--- config.mk ---
export PLATFORM = sky130hd
export DESIGN_NAME = maj_branch_pred
export DESIGN_NICKNAME = d
export VERILOG_FILES = /design/src/rtl/mvp_pkg.sv /design/src/rtl/mvp_wr_decode.sv /design/src/rtl/mvp_hist_entry.sv /design/src/rtl/mvp_majority.sv /design/src/rtl/maj_branch_pred.sv
export SDC_FILE = /design/constraint.sdc
export NUM_CORES = 1
export LEC_CHECK = 0
export ABC_AREA = 1
export ABC_CLOCK_PERIOD_IN_PS = 2950
export BUFFER_PORTS_ARGS = -buffer_cell sky130_fd_sc_hd__buf_4
export CORE_UTILIZATION = 60
export CTS_CLUSTER_DIAMETER = 100
export DETAILED_ROUTE_END_ITERATION = 10
export PLACE_DENSITY = 0.79
export SETUP_SLACK_MARGIN = 0.15
export SYNTH_ARGS = -nofsm -noshare
export SYNTH_HDL_FRONTEND = slang
export SYNTH_SLANG_ARGS = --single-unit
--- constraint.sdc ---
create_clock -name clk_i -period 2.95 [get_ports clk_i]
set_input_delay 0.885 -clock clk_i [delete_from_list [all_inputs] [get_ports clk_i]]
set_output_delay 0.885 -clock clk_i [all_outputs]
set_load 0.01 [all_outputs]
--- src/rtl/mvp_pkg.sv ---
package mvp_pkg;
  localparam int unsigned MAX_HIST = 7;

  // number of taken outcomes needed for a taken vote
  function automatic int unsigned vote_thresh(input int unsigned n);
    return (n + 1) / 2;
  endfunction
endpackage

--- src/rtl/mvp_wr_decode.sv ---
module mvp_wr_decode #(
  parameter int unsigned IDX_W   = 4,
  localparam int unsigned ENTRIES = 1 << IDX_W
) (
  input  logic               en_i,
  input  logic [IDX_W-1:0]   idx_i,
  output logic [ENTRIES-1:0] we_o
);
  for (genvar e = 0; e < ENTRIES; e++) begin : g_dec
    assign we_o[e] = en_i && (idx_i == IDX_W'(e));
  end
endmodule

--- src/rtl/mvp_hist_entry.sv ---
module mvp_hist_entry #(
  parameter int unsigned HW = 3
) (
  input  logic          clk_i,
  input  logic          rst_ni,
  input  logic          we_i,
  input  logic          bit_i,
  output logic [HW-1:0] q_o
);
  logic [HW-1:0] d;

  if (HW == 1) begin : g_one
    assign d = bit_i;
  end else begin : g_shift
    assign d = {q_o[HW-2:0], bit_i};
  end

  always_ff @(posedge clk_i or negedge rst_ni) begin
    if (!rst_ni)   q_o <= '0;
    else if (we_i) q_o <= d;
  end
endmodule

--- src/rtl/mvp_majority.sv ---
module mvp_majority
  import mvp_pkg::*;
#(
  parameter int unsigned HW = 3,
  localparam int unsigned CNT_W = $clog2(HW + 1),
  localparam int unsigned THR   = vote_thresh(HW)
) (
  input  logic [HW-1:0] hist_i,
  output logic          vote_o
);
  logic [CNT_W-1:0] cnt;

  always_comb begin
    cnt = '0;
    for (int i = 0; i < HW; i++) cnt = cnt + CNT_W'(hist_i[i]);
  end

  assign vote_o = (cnt >= CNT_W'(THR));
endmodule

--- src/rtl/maj_branch_pred.sv ---
module maj_branch_pred #(
  parameter int unsigned IDX_W        = 4,
  parameter int unsigned HIST_N       = 3,
  parameter bit          STATIC_TAKEN = 1'b0,
  localparam int unsigned ENTRIES = 1 << IDX_W,
  localparam int unsigned HW      = (HIST_N == 0) ? 1 : HIST_N
) (
  input  logic             clk_i,
  input  logic             rst_ni,
  input  logic [IDX_W-1:0] lkp_idx_i,
  output logic             lkp_taken_o,
  input  logic             upd_valid_i,
  input  logic [IDX_W-1:0] upd_idx_i,
  input  logic             upd_taken_i
);
  logic [ENTRIES*HW-1:0] hist_flat;

  if (HIST_N > 0) begin : g_dyn
    logic [ENTRIES-1:0] we;
    logic [HW-1:0]      rd_hist;

    mvp_wr_decode #(.IDX_W(IDX_W)) u_dec (
      .en_i  (upd_valid_i),
      .idx_i (upd_idx_i),
      .we_o  (we)
    );

    for (genvar e = 0; e < ENTRIES; e++) begin : g_ent
      mvp_hist_entry #(.HW(HW)) u_ent (
        .clk_i  (clk_i),
        .rst_ni (rst_ni),
        .we_i   (we[e]),
        .bit_i  (upd_taken_i),
        .q_o    (hist_flat[e*HW +: HW])
      );
    end

    // registered table: same-cycle lookup sees pre-update history
    assign rd_hist = hist_flat[lkp_idx_i*HW +: HW];

    mvp_majority #(.HW(HW)) u_vote (
      .hist_i (rd_hist),
      .vote_o (lkp_taken_o)
    );
  end else begin : g_static
    assign hist_flat   = '0;
    assign lkp_taken_o = STATIC_TAKEN;
  end
endmodule

==> impl_metrics.csv <==
group,metric,value,unit
flow_run,cap_viol_max_count,0,
detailed_routing,drt-wirelength-per-cell,14.63,µm
worst_setup_path,worstPathRequired,2070,ps
detailed_routing,drt_iter0_drc,249,
yosys,syn-cell-area,2320,µm²
timing,worst_pin_slew,579.8,ps
detailed_routing,dr.pass1.iters,4,
place,place.gp.congestion,0.9255,
worst_setup_path,path_cells,"buf_12 > clkbuf_16 > o211ai_1 > nand3_1 > nand3_1 > nand2_1 > ha_1 > nand3_2 > nand2_2 > buf_6",
timing,setup_violations,1,
layout,drive_gt1_share,13.23,%
die,die-height,64.18,µm
pwr,power_density,645.1,nW/µm²
yosys,synth_xor_xnor_area_share,0,%
cts,numClockSinks,48,
detailed_routing,postRouteAntennaNets,0,
worst_setup_path,worst_ep_arrival_time,2170,ps
cts,cts.htree.levels,2,
pwr,max-vdd-ir-drop,0.0004056,V
global_routing,grt_usage,27.62,%
yosys,synth.area.mux_share,2.913,%
worst_setup_path,start_kind,"input port",
die,start_util,62.89,%
yosys,ys_ff_latch,48,
place,hpwl,3728,µm
yosys,yosys.area.top_type,"dfrtp_1",
timing,fmax,327.0,MHz
place,placedCellCount,346,
yosys,ys_seq_area_share,51.78,%
yosys,syn-num-nets,301,
detailed_routing,drc,0,
layout,diodes,0,
global_routing,grt_max_degree,49,
layout,areaGrowthSynthToFinish,16.34,%
worst_setup_path,cp_max_fo,7,
worst_setup_path,endpoint_kind,"output pin",
die,die-area,4119,µm²
global_routing,grt_pass1_wl,8459,µm
timing,fin_crit_sh,103.7,%
die,core,3689,µm²
timing,relSlewSlack,61.34,%
worst_setup_path,path_common_cell,"nand3_1",
cts,ctsHoldBuffers,0,
yosys,syn_inst,288,
place,place_area,2490,µm²
layout,largest_reg_flops,48,
yosys,synthSimpleGateAreaFrac,22.01,%
layout,regMostFlops,"g_dyn.g_ent.u_ent.q_o",
cts,cts_buffers,5,
yosys,yosysTopAreaCellShare,51.78,%
place,place_ws,-173.9,ps
detailed_routing,vias_per_cell,5.637,
die,die_x,64.18,µm
global_routing,gr-total-overflow,0,
timing,drv_slew,0,
yosys,ys_types,17,
yosys,synth_compound_area_share,15.53,%
timing,skew,1.377,ps
hold_path,hold_path.class,"register to register",
status,status,"complete, but fails checks",
detailed_routing,wl,5237,µm
layout,nets,322,
die,rows,22,
global_routing,antenna_found_initial,0,
pwr,leakagePower,1.301,nW
worst_setup_path,critPathKind,"input port to output pin",
yosys,synth_top_family_by_area,"simple AND/OR/NAND/NOR gates",
layout,design_area,2699,µm²
layout,largest_registers,"g_dyn.g_ent.u_ent.q_o: 48 flops",
yosys,synthAdderAreaFrac,0.5394,%
cts,cts_max_path_buffers,2,
detailed_routing,num_vias,2018,
yosys,syn_avg_cell_area,8.055,µm²
timing,worst_slack,-108.6,ps
timing,rsz0062_at_grt,"true",
worst_setup_path,slowest_stage,"ha_1",
layout,fin_cells,358,
yosys,ys_warn_count,0,
status,violations,"negative setup slack",
place,port_buffers,12,
worst_setup_path,max_stage_delay,290,ps
cts,insertion_delay,300,ps
yosys,synthTopCellsByArea,"dfrtp_1 52%, nand2_1 11%, o21ai_0 8.4%",
cts,cts_root_buffer,"clkbuf_8",
cts,cts_tree,"built",
cts,path_clk_slew,80,ps
timing,hold_viol_final,0,
die,io_pins,13,
timing,min_period,3059,ps
global_routing,grt_pass1_vias,1879,
[layout make-up]
class                           instances  area (µm²)
Clock buffer                            5       68.82
Clock inverter                          3       42.54
Timing Repair Buffer                   21       229.0
Sequential cell                        48        1201
Tap cell                               48       60.06
Inverter                               36       135.1
Multi-Input combinational cell        197       962.2
Fill cell                             291       989.7
[metal layers]
metal  vias up  track usage (%)  routed length [µm]
li1        984                -                   -
met1       953            36.69                2358
met2        64            42.29                2388
met3        17            6.429                 321
met4         0            14.17                 169
met5         -                0                   0
[cells in the final DEF (no fill, tap or decap)]
master / Yosys / layout
nand4_1: 1 / 1
mux2_2: 6 / 6
a21oi_2: 0 / 1
nor3_4: 1 / 1
nor2_2: 2 / 2
o21ai_0: 39 / 30
clkbuf_8: 0 / 5
o211ai_1: 8 / 8
nand2_2: 0 / 1
nand3_1: 26 / 25
a21oi_1: 21 / 20
buf_4: 1 / 14
clkinv_1: 1 / 1
buf_6: 0 / 3
nor2_1: 26 / 26
clkinvlp_4: 0 / 1
bufinv_16: 0 / 1
clkinv_2: 0 / 1
nand2_1: 66 / 65
clkbuf_16: 0 / 2
o21ai_1: 0 / 9
nand3_2: 0 / 1
buf_12: 0 / 2
ha_1: 1 / 1
dfrtp_1: 48 / 48
inv_1: 35 / 35
[worst max-delay path, delay by kind of cell]
| kind | cells | cell delay, ps |
|---|---|---|
| compound gates | 1 | 180 |
| fa+ha+maj | 1 | 290 |
| buf+inv | 3 | 390 |
| simple gates | 5 | 420 |
[cells by family (layout without fill, tap and decap cells)]
logic type | count (synthesis) | count (layout)
and+or+nand+nor | 122 | 122
adders and majority gates | 1 | 1
AOI/OAI and AO/OA | 68 | 68
buffers and inverters | 43 | 65
DFF | 48 | 48
muxes | 6 | 6
[Yosys cell counts]
cell type and number:
a21oi_1 21, buf_2 2, buf_4 1, clkbuf_1 4, clkinv_1 1, dfrtp_1 48, ha_1 1, inv_1 35
mux2_2 6, nand2_1 66, nand3_1 26, nand4_1 1, nor2_1 26, nor2_2 2, nor3_4 1, o211ai_1 8
o21ai_0 39
[report_power, final]
| group | switching [W] | internal [W] | total, W |
|---|---|---|---|
| clock | 0.000215 | 0.000251 | 0.000465 |
| sequential | 0.0000989 | 0.000815 | 0.000914 |
| combinational | 0.000208 | 0.000154 | 0.000362 |
[per-stage QoR]
step / util (%) / setup TNS [ps] / hold slack [ps] / total power [W]
final: 73.17 / -108.6 / 488.0 / 0.001741
after global routing: 73.17 / -172.8 / 530.9 / 0.001853
after floorplan: - / 0 / 447.8 / 0.001132
after CTS: 71.51 / -47.88 / 495.1 / 0.001735
after global placement: 67.50 / -77.34 / 469.1 / 0.001244
after detailed placement: 67.50 / -173.9 / 474.2 / 0.001261
[path summary, 6_finish.rpt]
| kind | startpoint | end | slack (ps) | cells after the start |
|---|---|---|---|---|
| max | lkp_idx_i[0] | lkp_taken_o | -110 | 10 |
| min | g_dyn.g_ent[3].u_ent.q_o[0]$_DFFE_PN0P_ | g_dyn.g_ent[3].u_ent.q_o[0]$_DFFE_PN0P_ | 490 | 2 |
| max reg2reg | g_dyn.g_ent[0].u_ent.q_o[0]$_DFFE_PN0P_ | g_dyn.g_ent[0].u_ent.q_o[1]$_DFFE_PN0P_ | 2150 | 1 |
| min reg2reg | g_dyn.g_ent[3].u_ent.q_o[0]$_DFFE_PN0P_ | g_dyn.g_ent[3].u_ent.q_o[0]$_DFFE_PN0P_ | 490 | 2 |
| max in group asynchronous | rst_ni | g_dyn.g_ent[4].u_ent.q_o[1]$_DFFE_PN0P_ | 1990 | 1 |
| min in group asynchronous | rst_ni | g_dyn.g_ent[9].u_ent.q_o[0]$_DFFE_PN0P_ | 580 | 1 |
[what timing repair did]
action / in CTS / in global routing
pin swaps: 8 / 12
cloned: 1 / 2
buffers inserted: 1 / 0
gates resized for setup: 9 / 7
setup endpoints to repair: 1 / 1
(Power assumes the default switching activity.)
